**config.mk**
```make
export PLATFORM = sky130hd
export DESIGN_NAME = nand_ecc_gen
export DESIGN_NICKNAME = d
export VERILOG_FILES = /design/src/rtl/nand_ecc_pkg.sv /design/src/rtl/ecc_line_parity.sv /design/src/rtl/ecc_col_parity.sv /design/src/rtl/ecc_readout.sv /design/src/rtl/nand_ecc_gen.sv
export SDC_FILE = /design/constraint.sdc
export NUM_CORES = 1
export LEC_CHECK = 0
export BUFFER_PORTS_ARGS = -buffer_cell sky130_fd_sc_hd__buf_2
export CAP_MARGIN = 25
export CORE_MARGIN = 1
export CORE_UTILIZATION = 40
export CTS_CLUSTER_DIAMETER = 100
export DETAILED_ROUTE_END_ITERATION = 10
export MAX_ROUTING_LAYER = met4
export SLEW_MARGIN = 40
export SYNTH_ARGS = -nofsm -noshare
export SYNTH_HDL_FRONTEND = slang
export SYNTH_SLANG_ARGS = --single-unit
```
**constraint.sdc**
```tcl
create_clock -name clk -period 1.3 [get_ports clk]
set_input_delay 0 -clock clk [delete_from_list [all_inputs] [get_ports clk]]
set_output_delay 0 -clock clk [all_outputs]
set_load 0.005 [all_outputs]
```
**src/rtl/nand_ecc_pkg.sv**
```systemverilog
// Shared definitions for the NAND chunk parity generator.
// Assumes the mode field encoding fixed by the controller's mode register.
package nand_ecc_pkg;
    // engine mode encoding
    typedef enum logic [1:0] {
        ECC_OFF     = 2'b00,
        ECC_ACCUM   = 2'b01,
        ECC_READOUT = 2'b10,
        ECC_CLEAR   = 2'b11
    } ecc_mode_e;

    // Number of code bytes returned in readout mode.
    localparam int ECC_CODE_BYTES = 3;
endpackage

```
**src/rtl/ecc_line_parity.sv**
```systemverilog
// Line-parity accumulator. Tracks the byte index within the chunk and,
// for every index bit, keeps even/odd parity of the byte parities.
// Assumes CHUNK_BYTES is a power of two; the index wraps at the chunk size.
module ecc_line_parity #(
    parameter int DATA_W      = 8,
    parameter int CHUNK_BYTES = 256,
    localparam int IDX_W      = $clog2(CHUNK_BYTES)
) (
    input  logic              clk,
    input  logic              rst_n,
    input  logic              clr,
    input  logic              acc_en,
    input  logic [DATA_W-1:0] din,
    output logic [IDX_W-1:0]  byte_idx,
    output logic [IDX_W-1:0]  par_even,
    output logic [IDX_W-1:0]  par_odd
);
    logic             byte_par;
    logic [IDX_W-1:0] idx_q;

    // Parity of the incoming byte.
    assign byte_par = ^din;

    // Byte index: cleared by reset/clear, advanced per accumulated byte.
    always_ff @(posedge clk) begin
        if (!rst_n || clr) begin
            idx_q <= '0;
        end else if (acc_en) begin
            idx_q <= idx_q + 1'b1;
        end
    end

    // One even/odd accumulator pair per index bit.
    for (genvar k = 0; k < IDX_W; k++) begin : g_line
        logic even_q;
        logic odd_q;

        // Fold the byte parity into the half selected by index bit k.
        always_ff @(posedge clk) begin
            if (!rst_n || clr) begin
                even_q <= 1'b0;
                odd_q  <= 1'b0;
            end else if (acc_en) begin
                if (idx_q[k]) begin
                    odd_q <= odd_q ^ byte_par;
                end else begin
                    even_q <= even_q ^ byte_par;
                end
            end
        end

        assign par_even[k] = even_q;
        assign par_odd[k]  = odd_q;
    end

    assign byte_idx = idx_q;
endmodule

```
**src/rtl/ecc_col_parity.sv**
```systemverilog
// Column-parity accumulator. Keeps the running XOR of all accumulated
// bytes and derives, per bit of the data-bit position, even/odd parities.
// Assumes DATA_W is a power of two.
module ecc_col_parity #(
    parameter int DATA_W = 8,
    localparam int POS_W = $clog2(DATA_W),
    localparam int CP_W  = 2 * POS_W
) (
    input  logic              clk,
    input  logic              rst_n,
    input  logic              clr,
    input  logic              acc_en,
    input  logic [DATA_W-1:0] din,
    output logic [CP_W-1:0]   col_par
);
    logic [DATA_W-1:0] col_q;

    // Select the data-bit positions whose position bit j equals hi.
    function automatic logic [DATA_W-1:0] pos_mask(input int j, input bit hi);
        logic [DATA_W-1:0] m;
        for (int b = 0; b < DATA_W; b++) begin
            m[b] = (((b >> j) & 1) == int'(hi));
        end
        return m;
    endfunction

    // Running XOR of every accumulated byte.
    always_ff @(posedge clk) begin
        if (!rst_n || clr) begin
            col_q <= '0;
        end else if (acc_en) begin
            col_q <= col_q ^ din;
        end
    end

    // Even half at 2j, odd half at 2j+1.
    for (genvar j = 0; j < POS_W; j++) begin : g_col
        assign col_par[2*j]   = ^(col_q & pos_mask(j, 1'b0));
        assign col_par[2*j+1] = ^(col_q & pos_mask(j, 1'b1));
    end
endmodule

```
**src/rtl/ecc_readout.sv**
```systemverilog
// Readout sequencer. Holds a pointer over the code bytes and returns them
// in the fixed order byte 1, byte 0, byte 2, wrapping after the last.
// Assumes the code word is packed {byte2, byte1, byte0}.
module ecc_readout #(
    parameter int DATA_W    = 8,
    parameter int NUM_SLOTS = 3,
    localparam int PTR_W    = $clog2(NUM_SLOTS),
    localparam int CODE_W   = NUM_SLOTS * DATA_W
) (
    input  logic              clk,
    input  logic              rst_n,
    input  logic              clr,
    input  logic              rd_en,
    input  logic [CODE_W-1:0] code_word,
    output logic [PTR_W-1:0]  rd_ptr,
    output logic [DATA_W-1:0] sel_byte
);
    localparam logic [PTR_W-1:0] LAST_SLOT = PTR_W'(NUM_SLOTS - 1);

    logic [PTR_W-1:0] ptr_q;

    // Pointer: cleared by reset/clear, stepped per read, wraps after last.
    always_ff @(posedge clk) begin
        if (!rst_n || clr) begin
            ptr_q <= '0;
        end else if (rd_en) begin
            ptr_q <= (ptr_q == LAST_SLOT) ? '0 : ptr_q + 1'b1;
        end
    end

    // Slot to code byte mapping: slot0->byte1, slot1->byte0, slot2->byte2.
    always_comb begin
        case (ptr_q)
            PTR_W'(1): sel_byte = code_word[0*DATA_W +: DATA_W];
            PTR_W'(2): sel_byte = code_word[2*DATA_W +: DATA_W];
            default:   sel_byte = code_word[1*DATA_W +: DATA_W];
        endcase
    end

    assign rd_ptr = ptr_q;
endmodule

```
**src/rtl/nand_ecc_gen.sv**
```systemverilog
// NAND chunk parity generator top. Decodes the mode field, feeds the
// transferred bytes to the line and column accumulators, packs the
// inverted parities into the code word and serves it through the read path.
// Assumes defaults (8-bit bytes, 256-byte chunk) so the code is 3 bytes.
module nand_ecc_gen #(
    parameter int DATA_W      = 8,
    parameter int CHUNK_BYTES = 256
) (
    input  logic              clk,
    input  logic              rst_n,
    input  logic [1:0]        ecc_mode,
    input  logic              xfer_vld,
    input  logic [DATA_W-1:0] xfer_byte,
    input  logic              code_rd,
    output logic [DATA_W-1:0] code_byte
);
    import nand_ecc_pkg::*;

    localparam int IDX_W  = $clog2(CHUNK_BYTES);
    localparam int LP_W   = 2 * IDX_W;
    localparam int CP_W   = 2 * $clog2(DATA_W);
    localparam int PAD_W  = DATA_W - CP_W;
    localparam int CODE_W = ECC_CODE_BYTES * DATA_W;
    localparam int PTR_W  = $clog2(ECC_CODE_BYTES);

    ecc_mode_e         mode;
    logic              clr;
    logic              acc_en;
    logic              rd_en;
    logic [IDX_W-1:0]  byte_idx;
    logic [IDX_W-1:0]  par_even;
    logic [IDX_W-1:0]  par_odd;
    logic [LP_W-1:0]   line_par;
    logic [CP_W-1:0]   col_par;
    logic [CODE_W-1:0] code_word;
    logic [PTR_W-1:0]  rd_ptr;
    logic [DATA_W-1:0] sel_byte;

    // Mode decode.
    assign mode   = ecc_mode_e'(ecc_mode);
    assign clr    = (mode == ECC_CLEAR);
    assign acc_en = (mode == ECC_ACCUM) && xfer_vld;
    assign rd_en  = (mode == ECC_READOUT) && code_rd;

    ecc_line_parity #(
        .DATA_W      (DATA_W),
        .CHUNK_BYTES (CHUNK_BYTES)
    ) u_line (
        .clk      (clk),
        .rst_n    (rst_n),
        .clr      (clr),
        .acc_en   (acc_en),
        .din      (xfer_byte),
        .byte_idx (byte_idx),
        .par_even (par_even),
        .par_odd  (par_odd)
    );

    ecc_col_parity #(
        .DATA_W (DATA_W)
    ) u_col (
        .clk     (clk),
        .rst_n   (rst_n),
        .clr     (clr),
        .acc_en  (acc_en),
        .din     (xfer_byte),
        .col_par (col_par)
    );

    // Interleave line parity: even of index bit k at 2k, odd at 2k+1.
    for (genvar k = 0; k < IDX_W; k++) begin : g_pack
        assign line_par[2*k]   = par_even[k];
        assign line_par[2*k+1] = par_odd[k];
    end

    // Code word {byte2, byte1, byte0}: stored parity inverted, pad bits set.
    assign code_word = {~col_par, {PAD_W{1'b1}}, ~line_par};

    ecc_readout #(
        .DATA_W    (DATA_W),
        .NUM_SLOTS (ECC_CODE_BYTES)
    ) u_rd (
        .clk       (clk),
        .rst_n     (rst_n),
        .clr       (clr),
        .rd_en     (rd_en),
        .code_word (code_word),
        .rd_ptr    (rd_ptr),
        .sel_byte  (sel_byte)
    );

    // Read path only carries the code while in readout mode.
    assign code_byte = (mode == ECC_READOUT) ? sel_byte : '0;
endmodule

```
Word-level counts from Yosys, hierarchy flattened. Cells that the tools add are included.

Bits in registers: 34. Input port bits: 14. Word-level logic and storage cells: 83.

Reductions and logical operators: 27. Bitwise logic cells: 27. Equality and inequality tests: 5. Mux-type cells: 3. $add $sub $neg: 2.

Operators by type and width (count): parity 8 bit (7); AND reduction 2 bit (16); inverter 16 bit (1); one-hot mux 8 bit (2 select lines) (1); XOR 1 bit (16); adder 8 x 1 -> 8 bit, second input constant (1); two-way mux 8 bit (1); inverter 1 bit (8); XOR 8 bit (1); equality test 2 bit, second input constant (3); inverter 6 bit (1); equality test 2 x 1 -> 1 bit, second input constant (2); adder 2 x 1 -> 2 bit, second input constant (1); logical AND 1 bit (2); two-way mux 2 bit (1); zero test 1 bit (1); logical OR 1 bit (1).

Depth between registers and ports, before layout. Gate-level depths: netlist of run 1.

Word-level depth: 4. Mapped depth: 7. Gate-level depth less buffers: 6.

Cells and area by module. Synthesis of run 1 repeated with hierarchy kept, for this count alone.

Cell total of the unflattened synthesis: 269. Area total of the unflattened synthesis: 2267.2 sq um.

Modules (own cells, without submodules): ecc_line_parity (cells each 142, seq. area each 480.5 sq um, area each 1233.7 sq um, instances 1); ecc_col_parity (cells each 50, seq. area each 160.2 sq um, area each 500.5 sq um, instances 1); ecc_readout (cells each 41, seq. area each 40.0 sq um, area each 334.1 sq um, instances 1); nand_ecc_gen (cells each 36, seq. area each 0.0 sq um, area each 198.9 sq um, instances 1).

Worst setup path before layout of run 1. OpenSTA, ideal clock, no wires.

Kind: input to register. Start point: input xfer_byte[4]. End point: register u_line.g_line[4].even_q. Stages: 6. Arrival: 1.255 ns. Setup slack: -0.026 ns. Cells stage by stage: xor2_1 xnor2_1 xor2_1 buf_6 or4_1 a21oi_1.

Longest elaborated chain between the ends: 2.

Ends and longest elaborated chain: start: declaration (line nand_ecc_gen.sv:13) `input logic [DATA_W-1:0] xfer_byte,`; parity 8 bit (line ecc_line_parity.sv:22) `assign byte_par = ^din;`; XOR 1 bit (line ecc_line_parity.sv:47) `even_q <= even_q ^ byte_par;`; end signal: assignment (line ecc_line_parity.sv:47); end: declaration (line ecc_line_parity.sv:35) `logic even_q;`.

No other way between the ends. A chain may end at the register's enable or synchronous reset.

Final worst setup path of run 1.
Start point: register u_rd.ptr_q[0], in the netlist u_rd.rd_ptr[0]. End point: output code_byte[6].

Longest elaborated chain between the ends: 3. Elaborated cells on any way between the ends: 4.

Ends and longest elaborated chain: start: declaration (line ecc_readout.sv:20) `logic [PTR_W-1:0] ptr_q;`; start signal: assignment (line ecc_readout.sv:27) `ptr_q <= (ptr_q == LAST_SLOT) ? '0 : ptr_q + 1'b1;`; equality test 2 bit or equality test 2 x 1 -> 1 bit (tied branches) (line ecc_readout.sv:33) `case (ptr_q)`; one-hot mux 8 bit (2 select lines) * (line ecc_readout.sv:33); two-way mux 8 bit * (line nand_ecc_gen.sv:93) `assign code_byte = (mode == ECC_READOUT) ? sel_byte : '0;`; end: declaration (line nand_ecc_gen.sv:15) `output logic [DATA_W-1:0] code_byte`.

Every way passes the cells marked *; elsewhere a longest branch is shown, timed or not.

==> results of run 1 <==
==> state kept, by name, summed over array words and instances, names as in the netlist <==
signal	flops
u_line.g_line.odd_q	8
u_rd.rd_ptr	2
u_line.g_line.even_q	8
u_col.col_q	8
u_line.byte_idx	8
==> cell usage in the layout, fill, tap and decap left out, types with 2 or more instances in the layout <==
master    Yosys  final
dfxtp_1      34     29
nand2_1      23     23
a21oi_1      24     21
buf_2         1     21
buf_4         0     19
nor2_1       19     18
xnor2_1      21     15
xor2_1       16     15
nor2b_1       8      8
o21ai_0      13      8
o31ai_1       8      8
or4_1         8      8
or3_1         7      7
xnor2_2       0      6
nor3_1        6      6
clkbuf_8      0      6
dfxtp_2       0      5
nand3_1       4      4
a21oi_2       0      3
o21ai_1       0      3
mux2i_1       3      3
ha_4          0      3
buf_6         1      3
inv_2         0      2
o21ai_2       0      2
inv_1         5      2
a211oi_1      2      2
nand3b_1      2      2
nand4_1       2      2
ha_1          5      2
buf_12        0      2
==> logic make-up after synthesis <==
group | count (synthesis)
mux | 3
compound gates | 47
xor+xnor | 37
flops | 34
simple gates | 82
fa+ha+maj | 5
buf+inv | 17
==> cell usage after synthesis, drive strengths merged, types with 3 or more instances <==
master and n:
ha 5, nand2 23, a21oi 24, xnor2 21
or3 7, o21ai 13, o31ai 8, clkbuf 10
or4 8, inv 5, nor2 19, dfxtp 34
xor2 16, nand3 4, mux2i 3, nor3 6
nor2b 8
==> area by class of cell <==
cell class              instances  share of cell area, %
repair buffers                 45                   13.5
well taps                      52                   2.73
flip-flops and latches         34                   28.8
multi-input cells             174                   50.2
clock inverters                 1                  0.210
clock buffers                   7                   3.62
inverters                       5                  0.893
==> routing by layer <==
metal	vias up	global-route usage, %	wire [µm]
met5	-	-	0
met2	25	26.6	1860
met1	749	25.9	2040
met4	0	7.33	66
met3	6	4.65	147
li1	848	-	-
==> stage by stage <==
stage / total power [µW] / cell area, µm²
floorplan: 1390 / 1840
global placement: 1570 / 2140
finish: 2400 / 2380
CTS: 2410 / 2320
global route: 2530 / 2380
detailed placement: 1570 / 2140
==> repair_timing <==
item | in CTS | in global routing
setup buffers | 2 | 1
hold buffers | 0 | 0
pin swaps | 9 | 3
endpoints found under the setup margin | 13 | 18
gates resized for setup | 20 | 17
==> power by group <==
part / internal (µW) / total, µW / switching (µW) / leakage (µW)
registers: 1060 / 1090 / 24.2 / 0.000277
clock network: 427 / 817 / 390 / 0.0000482
logic: 242 / 499 / 257 / 0.000574
total: 1730 / 2400 / 671 / 0.000900
==> critical path, cell delays in order (launching register included) <==
cell	delay, ps
dfxtp_2	340
inv_2	50
ha_4	260
buf_6	130
o21ai_2	40
a21oi_1	50
nor3_1	210
buf_2	150
==> path summary, 6_finish.rpt <==
path	start	to
worst min register to register	u_line.g_line[0].odd_q	u_line.g_line[0].odd_q
worst max register to register	u_line.byte_idx[1]	u_line.byte_idx[5]
worst max-delay path	u_rd.rd_ptr[0]	code_byte[6]
worst min-delay path	rst_n	u_line.g_line[0].odd_q
==> qor.csv, run 1 <==
stage,metric,value,unit
pwr,leak pwr,0.000900,µW
logic_synthesis,Post-synth EDFFs,0,
logic_synthesis,"flops & latches, synth",34,
clock_network,CTS Buf Count,5,
logic_synthesis,ys flop type,dfxtp_1,
setup_path,CP max FO,7,
placed_design,GPL Wtd Cong,0.743,
sta,Hold Slack,123,ps
logic_synthesis,largest cells by area after synthesis,"dfxtp_1, xnor2_1, xor2_1",
placed_design,pre-CTS setup slack,-297,ps
job,number of max-cap violations,0,
clock_network,CTS tree,done,
placed_design,PortBufs,21,
logic_synthesis,synthesized net count,244,
logic_synthesis,fraction of registers with async set/reset,0,%
setup_path,reg-to-reg setup timing slack,160,ps
grt,first-pass GRT wire length,7000,µm
logic_synthesis,register area share after synthesis,37.0,%
routing,vias,1628,
pwr,VDD IR max,0.697,mV
logic_synthesis,Syn Inst Count,225,
sta,# setup viols final,8,
layout,Area growth syn-to-layout,29.6,%
sta,max_slew headroom,79.4,%
layout,nets@finish,284,
logic_synthesis,largest family of logic cells by synthesized area,simple AND/OR/NAND/NOR gates,
layout,post-layout util,54.3,%
sta,Final Hold Vio Count,0,
setup_path,CP Class,flop to output port,
layout,share of cells above drive strength 1,28.6,%
grt,gr ovfl total,0,
logic_synthesis,Post-Synth XOR/XNOR Area,17.6,%
logic_synthesis,synth unique cells,25,
outcome,outcome,finished with violations,
grt,largest net degree at the start of global routing,30,
clock_network,Sink Count,34,
routing,DRT iter0 DRCs,63,
logic_synthesis,Post-Synth Simple-Gate Area,22.2,%
layout,multi-input logic area,1200,µm²
logic_synthesis,Compound-Gate Fraction of Synth Area,14.2,%
grt,initial antenna violation count,0,
routing,TritonRoute pass-1 iters,4,
logic_synthesis,Synth top area share,37.0,%
routing,DRT Wirelength,4110,µm
setup_path,CP arrival,1520,ps
clock_network,"Clk Latency, worst-skew pair",280,ps
sta,Max Slew Vio Count,0,
clock_network,Clock transition at path regs,70,ps
floorplan,Core Box Area,4380,µm²
sta,setup_tns,-1520,ps
routing,DRC violations left,0,
grt,GR Util All Layers,18.9,%
clock_network,maximum clock insertion buffer count,2,
floorplan,Initial Util,41.9,%
floorplan,die height,69.8,µm
floorplan,die area,4870,µm²
placed_design,dpl hpwl,2850,µm
sta,worst setup margin,-224,ps
floorplan,Row Count,24,
placed_design,Cells after DPL,307,
worst_hold_path,kind of path behind the tightest hold check,primary input to flop,
sta,final worst-path cycle share,117,%
logic_synthesis,Syn Area/Cell,8.17,µm²
logic_synthesis,post-synthesis cell area,1840,µm²
sta,Final Critical Period,1520,ps
clock_network,root buf cell,clkbuf_8,
grt,vias in the first global route,1476,
setup_path,CP Launch Type,flop,
logic_synthesis,post-synthesis adder-cell area fraction,3.40,%
logic_synthesis,post-synthesis mux area share,1.63,%
floorplan,Die Width,69.8,µm
layout,Reg area,687,µm²
sta,Peak Freq,656,MHz
pwr,pwr dens,1010,nW/µm²
sta,clk_skew,5.07,ps
setup_path,"Req. time, crit path",1300,ps
sta,Slew @ Worst Pin,309,ps
setup_path,R2R cell count,5,
logic_synthesis,Yosys top cell by area,dfxtp_1,
layout,FILL cells,434,
setup_path,endpoint class of the critical path,output port,
floorplan,io pins,22,
layout,Post-Layout Cell Count,318,
routing,Routed wire per std cell,12.9,µm
sta,RSZ-0062 raised after global routing,yes,
routing,Via density,5.12,
worst_hold_path,Hold Path Depth,4,
layout,antenna fix cells,0,
logic_synthesis,Ys Warns,0,
routing,"antenna viol nets, final",0,
clock_network,H-Tree Depth,2,
outcome,failing checks,setup timing,
(Power assumes the default switching activity.)
==> run 2: changes to the inputs <==
--- a/config.mk
+++ b/config.mk
@@ -12,6 +12,7 @@
 export CTS_CLUSTER_DIAMETER = 100
 export DETAILED_ROUTE_END_ITERATION = 10
 export MAX_ROUTING_LAYER = met4
+export RECOVER_POWER = 100
 export SLEW_MARGIN = 40
 export SYNTH_ARGS = -nofsm -noshare
 export SYNTH_HDL_FRONTEND = slang
==> run 2 against run 1 <==
Compared with the run above:
- the flow still finishes with violations (setup timing)
- total power shrank 1.9%
- clock skew hardly changed
- wire length increased by 0.80%
- largest cell class unchanged
- highest routed layer unchanged
==> qor.csv, run 2 (synthesized netlist as in run 1, its figures left out) <==
stage,metric,value,unit,change
routing,DRT iter0 DRCs,63,,unchanged
grt,first-pass GRT wire length,7000,µm,unchanged
setup_path,worst r2r src,u_line.byte_idx[0],,
placed_design,pre-CTS setup slack,-297,ps,unchanged
layout,Area growth syn-to-layout,28.6,%,
routing,vias,1624,,-0.25%
sta,Max Slew Vio Count,0,,unchanged
routing,"antenna viol nets, final",0,,unchanged
floorplan,die area,4870,µm²,unchanged
setup_path,Worst path max stage delay,340,ps,about the same
floorplan,Core Box Area,4380,µm²,unchanged
setup_path,Critical Path Start,u_rd.rd_ptr[0],,
floorplan,Initial Util,41.9,%,unchanged
clock_network,maximum clock insertion buffer count,2,,unchanged
routing,Met3 Routed Length,148,µm,+0.68%
floorplan,die height,69.8,µm,unchanged
pwr,leak pwr,0.000894,µW,-0.62%
setup_path,Setup crit end,code_byte[6],,
layout,antenna fix cells,0,,unchanged
sta,clk_skew,5.38,ps,+0.314 ps
sta,Final Hold Vio Count,0,,unchanged
setup_path,CP Launch Type,flop,,
sta,# setup viols final,16,,+8
grt,largest net degree at the start of global routing,30,,unchanged
routing,DR top layer,met4,,
sta,Peak Freq,656,MHz,about the same
routing,Via density,5.11,,-0.25%
placed_design,GPL Wtd Cong,0.743,,unchanged
grt,gr ovfl total,0,,unchanged
setup_path,endpoint class of the critical path,output port,,
sta,final worst-path cycle share,117,%,about the same
setup_path,slowest CP cell,dfxtp_2,,
worst_hold_path,kind of path behind the tightest hold check,primary input to flop,,
clock_network,H-Tree Depth,2,,unchanged
sta,worst setup margin,-225,ps,-1.24 ps
pwr,pwr dens,998,nW/µm²,-1.1%
outcome,outcome,finished with violations,,
clock_network,CTS tree,done,,
setup_path,Critical R2R Capture,u_line.byte_idx[5],,
clock_network,CTS Buf Count,5,,unchanged
grt,initial antenna violation count,0,,unchanged
clock_network,root buf cell,clkbuf_8,,
pwr,VDD IR max,0.697,mV,unchanged
layout,nets@finish,284,,unchanged
setup_path,R2R cell count,5,,unchanged
setup_path,reg-to-reg setup timing slack,70,ps,-90 ps
layout,Reg area,686,µm²,-0.18%
sta,Final Critical Period,1520,ps,+1.24 ps
layout,share of cells above drive strength 1,27.8,%,-0.75 points
routing,Routed met1 length,2080,µm,+2.1%
floorplan,Row Count,24,,unchanged
layout,most frequent cells in the layout,"dfxtp_1, nand2_1, a21oi_1, buf_2",,
setup_path,"Req. time, crit path",1300,ps,about the same
routing,DRC violations left,0,,unchanged
routing,WL met2,1850,µm,-0.65%
routing,TritonRoute pass-1 iters,4,,unchanged
sta,Slew @ Worst Pin,441,ps,+133 ps
grt,GR Util All Layers,18.9,%,unchanged
floorplan,Die Width,69.8,µm,unchanged
sta,Hold Slack,121,ps,-2.27 ps
setup_path,CP Class,flop to output port,,
outcome,failing checks,setup timing,,
grt,vias in the first global route,1476,,unchanged
clock_network,Clock transition at path regs,70,ps,about the same
floorplan,io pins,22,,unchanged
routing,DRT Wirelength,4150,µm,+0.80%
setup_path,CP max FO,7,,unchanged
layout,FILL cells,437,,+0.69%
job,number of max-cap violations,0,,unchanged
clock_network,"Clk Latency, worst-skew pair",290,ps,about the same
layout,multi-input logic area,1190,µm²,-0.21%
sta,RSZ-0062 raised after global routing,yes,,
placed_design,dpl hpwl,2850,µm,unchanged
placed_design,PortBufs,21,,unchanged
setup_path,critical path cell sequence,inv_2 -> ha_4 -> buf_6 -> o21ai_2 -> a21oi_1 -> nor3_1 -> buf_2,,
clock_network,Sink Count,34,,unchanged
layout,"commonest non-fill, non-tap cell in the layout",dfxtp_1,,
routing,Routed wire per std cell,13.0,µm,+0.80%
sta,max_slew headroom,70.6,%,-8.8 points
setup_path,CP arrival,1520,ps,about the same
==> run 2: worst max-delay path: cells and delay by family (launching register included) <==
family	cells	cell delay, ps
flip-flops	1	340
buffers and inverters	3	330
adder cells (fa/ha/maj)	1	260
AND/OR/NAND/NOR	1	210
AO/OA/AOI/OAI	2	90
==> run 2: routing by layer <==
metal	global-route usage, %	up-vias
li1	-	848
met1	25.9	745
met2	26.6	25
met3	4.65	6
met4	7.33	0
met5	-	-
==> run 2: per-stage QoR <==
stage               utilization, %  TNS, ps  std cells  power, µW  cell area, µm²
finish                        53.9    -2390        318       2360            2360
global route                  53.9    -4320        318       2490            2360
CTS                           52.9    -1460        317       2410            2320
detailed placement            48.7    -4070        307       1570            2140
global placement              48.7    -3520        307       1570            2140
floorplan                        -    -17.9        225       1390            1840
==> run 2: cell type report <==
| type | instances | area share, % |
|---|---|---|
| clock buffer | 7 | 3.65 |
| clock inverter | 1 | 0.212 |
| inverter | 5 | 0.900 |
| multi-input combinational | 174 | 50.5 |
| sequential | 34 | 29.0 |
| tap | 52 | 2.75 |
| timing repair buffer | 45 | 13.0 |
==> run 2: power breakdown <==
part	internal, µW	switching, µW
Combinational	202	252
Clock	427	390
Sequential	1060	24.2
==> run 2: what timing repair did <==
item | in CTS | in global routing
hold buffers | 0 | 0
endpoints found under the setup margin | 13 | 18
resized for setup | 20 | 17
pin swaps | 9 | 3
buffers inserted | 2 | 1
==> run 2: how the worst min path moves through the flow <==
stage / startpoint / endpoint / cells after the start
after floorplan: xfer_byte[1] / u_col.col_q[1] / 3
after CTS: rst_n / u_line.g_line[0].odd_q / 4
after detailed placement: code_rd / u_rd.rd_ptr[0] / 4
after global routing: rst_n / u_line.g_line[0].odd_q / 4
final: rst_n / u_line.g_line[0].odd_q / 4
after global placement: rst_n / u_line.g_line[0].odd_q / 4
==> run 3: changes to the inputs <==
==> constraint.sdc (replaced) <==
create_clock -name clk -period 1.9 [get_ports clk]
set_input_delay 0 -clock clk [delete_from_list [all_inputs] [get_ports clk]]
set_output_delay 0 -clock clk [all_outputs]
set_load 0.005 [all_outputs]
==> run 3 against run 2 <==
Compared with the run above:
- the run now ends clean
- clock skew up 1.1 ps
- global-route usage decreased by 2.1 points
- register-to-register slack improved by 600 ps
- largest power group unchanged
==> qor.csv, run 3 (synthesized netlist as in run 1, its figures left out) <==
stage,metric,value,unit,change
outcome,outcome,finished clean,,
floorplan,die area,4870,µm²,unchanged
setup_path,Critical R2R Capture,u_line.byte_idx[7],,
pwr,Seq pwr share,48.1,%,+2.0 points
routing,Routed wire per std cell,12.8,µm,-1.8%
sta,clk_skew,6.48,ps,+1.10 ps
grt,initial antenna violation count,0,,unchanged
setup_path,CP arrival,1710,ps,+190 ps
sta,Final Hold Vio Count,0,,unchanged
layout,antenna fix cells,0,,unchanged
pwr,leak pwr,0.000730,µW,-18%
floorplan,Row Count,24,,unchanged
floorplan,io pins,22,,unchanged
routing,TritonRoute pass-1 iters,4,,unchanged
setup_path,critical path cell sequence,inv_1 -> ha_2 -> o21ai_0 -> a21oi_1 -> nor3_1 -> clkbuf_1,,
clock_network,root buf cell,clkbuf_8,,
clock_network,Clock transition at path regs,70,ps,about the same
pwr,VDD IR max,0.257,mV,-63%
layout,Area growth syn-to-layout,12.5,%,
pwr,Power Internal,1100,µW,-35%
setup_path,CP max FO,16,,+9
clock_network,H-Tree Depth,2,,unchanged
sta,final worst-path cycle share,90.0,%,
grt,vias in the first global route,1325,,-10%
setup_path,endpoint class of the critical path,output port,,
clock_network,Post-CTS Resized,0,,-100%
setup_path,"Req. time, crit path",1900,ps,+600 ps
pwr,Comb power frac,15.6,%,-3.6 points
sta,setup_tns,0,ps,+2390 ps
layout,share of cells above drive strength 1,10.2,%,-18 points
clock_network,Sink Count,34,,unchanged
placed_design,GPL Wtd Cong,0.767,,+3.2%
worst_hold_path,kind of path behind the tightest hold check,primary input to flop,,
routing,DRT iter0 DRCs,76,,+21%
sta,RSZ-0062 raised after global routing,no,,
clock_network,CTS tree,done,,
floorplan,Core Box Area,4380,µm²,unchanged
layout,FILL cells,438,,+0.23%
floorplan,die height,69.8,µm,unchanged
floorplan,Die Width,69.8,µm,unchanged
pwr,total chip power,1540,µW,-35%
sta,Final Critical Period,1710,ps,
routing,Via density,5.07,,-0.78%
clock_network,CTS Buf Count,5,,unchanged
grt,largest net degree at the start of global routing,34,,+13%
grt,GR Util All Layers,16.8,%,-2.1 points
layout,nets@finish,264,,-7.0%
layout,post-layout util,47.2,%,-6.7 points
setup_path,worst r2r src,u_line.byte_idx[2],,
sta,Max Slew Vio Count,0,,unchanged
clock_network,Post-CTS Setup Inserts,0,,-2
worst_hold_path,Hold Path Depth,4,,unchanged
layout,"commonest non-fill, non-tap cell in the layout",dfxtp_1,,
setup_path,R2R cell count,5,,unchanged
clock_network,Post-CTS Hold Buffers,0,,unchanged
pwr,Net Switching,440,µW,-34%
grt,gr ovfl total,0,,unchanged
routing,DRC violations left,0,,unchanged
pwr,Clock power frac,36.2,%,+1.5 points
routing,vias,1510,,-7.0%
sta,max_slew headroom,32.2,%,-38 points
setup_path,CP Launch Type,flop,,
placed_design,PortBufs,21,,unchanged
sta,Slew @ Worst Pin,1020,ps,+575 ps
pwr,pwr dens,747,nW/µm²,-25%
layout,most frequent cells in the layout,"dfxtp_1, a21oi_1, nand2_1",,
setup_path,slowest CP cell,ha_2,,
routing,"antenna viol nets, final",0,,unchanged
worst_hold_path,hold_sp,xfer_byte[4],,
pwr,Sw Ratio,28.5,%,+0.24 points
clock_network,maximum clock insertion buffer count,2,,unchanged
sta,# setup viols final,0,,-16
floorplan,Initial Util,41.9,%,unchanged
routing,DRT Wirelength,3810,µm,-8.0%
setup_path,Worst path max stage delay,470,ps,+130 ps
sta,Peak Freq,585,MHz,
job,number of max-cap violations,0,,unchanged
clock_network,"Clk Latency, worst-skew pair",280,ps,about the same
placed_design,dpl hpwl,2640,µm,-7.4%
setup_path,CP Class,flop to output port,,
setup_path,reg-to-reg setup timing slack,670,ps,+600 ps
worst_hold_path,Worst Hold End,u_col.col_q[4],,
grt,first-pass GRT wire length,6180,µm,-12%
[run 3: cell count changes in the layout (fill, tap and decap cells not counted), moves of 4 or more]
cell,previous run,this run
buf_4,19,3
clkbuf_1,1,9
dfxtp_1,30,34
dfxtp_2,4,0
xnor2_1,15,21
xnor2_2,6,0
buf_2,21,13
o21ai_0,8,13
[run 3: area by class of cell]
type / instances / area [µm²] / area share (%)
Multi-Input combinational cell: 174 / 1090 / 52.6
Tap cell: 52 / 65.1 / 3.15
Timing Repair Buffer: 25 / 121 / 5.87
Sequential cell: 34 / 681 / 32.9
Clock inverter: 2 / 12.5 / 0.605
Inverter: 5 / 18.8 / 0.907
Clock buffer: 6 / 82.6 / 3.99
[run 3: worst max-delay path, delay by kind of cell, from the launching register on]
kind                       cells  cell delay (ps)
AOI/OAI and AO/OA              2              290
adders and majority gates      1              470
buffers and inverters          2              210
DFF                            1              370
and+or+nand+nor                1               80
[run 3: worst max-delay path by stage]
stage	cells after the start	endpoint	slack, ps	start
2_1_floorplan	6	u_line.g_line[4].even_q	570	xfer_byte[4]
4_1_cts	6	code_byte[3]	70	u_rd.rd_ptr[1]
3_5_place_dp	7	u_line.g_line[5].even_q	310	xfer_byte[4]
5_1_grt	7	u_line.g_line[6].odd_q	10	xfer_byte[4]
3_3_place_gp	7	u_line.g_line[4].even_q	330	xfer_byte[4]
6_report	6	code_byte[3]	190	u_rd.rd_ptr[1]
[run 3: per-layer routing]
metal	global-route usage (%)	up-vias	routed length [µm]
li1	-	809	-
met1	22.4	677	2040
met2	24.7	20	1620
met3	4.07	4	112
met4	6.00	0	38
met5	-	-	0
[run 3: power groups by stage]
stage	Sequential, µW	Clock [µW]	Combinational (µW)
after floorplan	754	0	200
after CTS	743	580	279
after global routing	745	606	268
after global placement	759	0	275
after detailed placement	759	0	278
final	743	560	242
[run 3: through the flow]
step,cell area [µm²],instances,hold slack (ps),worst slack (ps)
2_1_floorplan,1840,225,204,574
3_3_place_gp,2000,290,334,326
4_1_cts,2090,298,37.9,74.0
5_1_grt,2070,298,53.8,13.4
6_report,2070,298,37.3,191
3_5_place_dp,2000,290,338,307
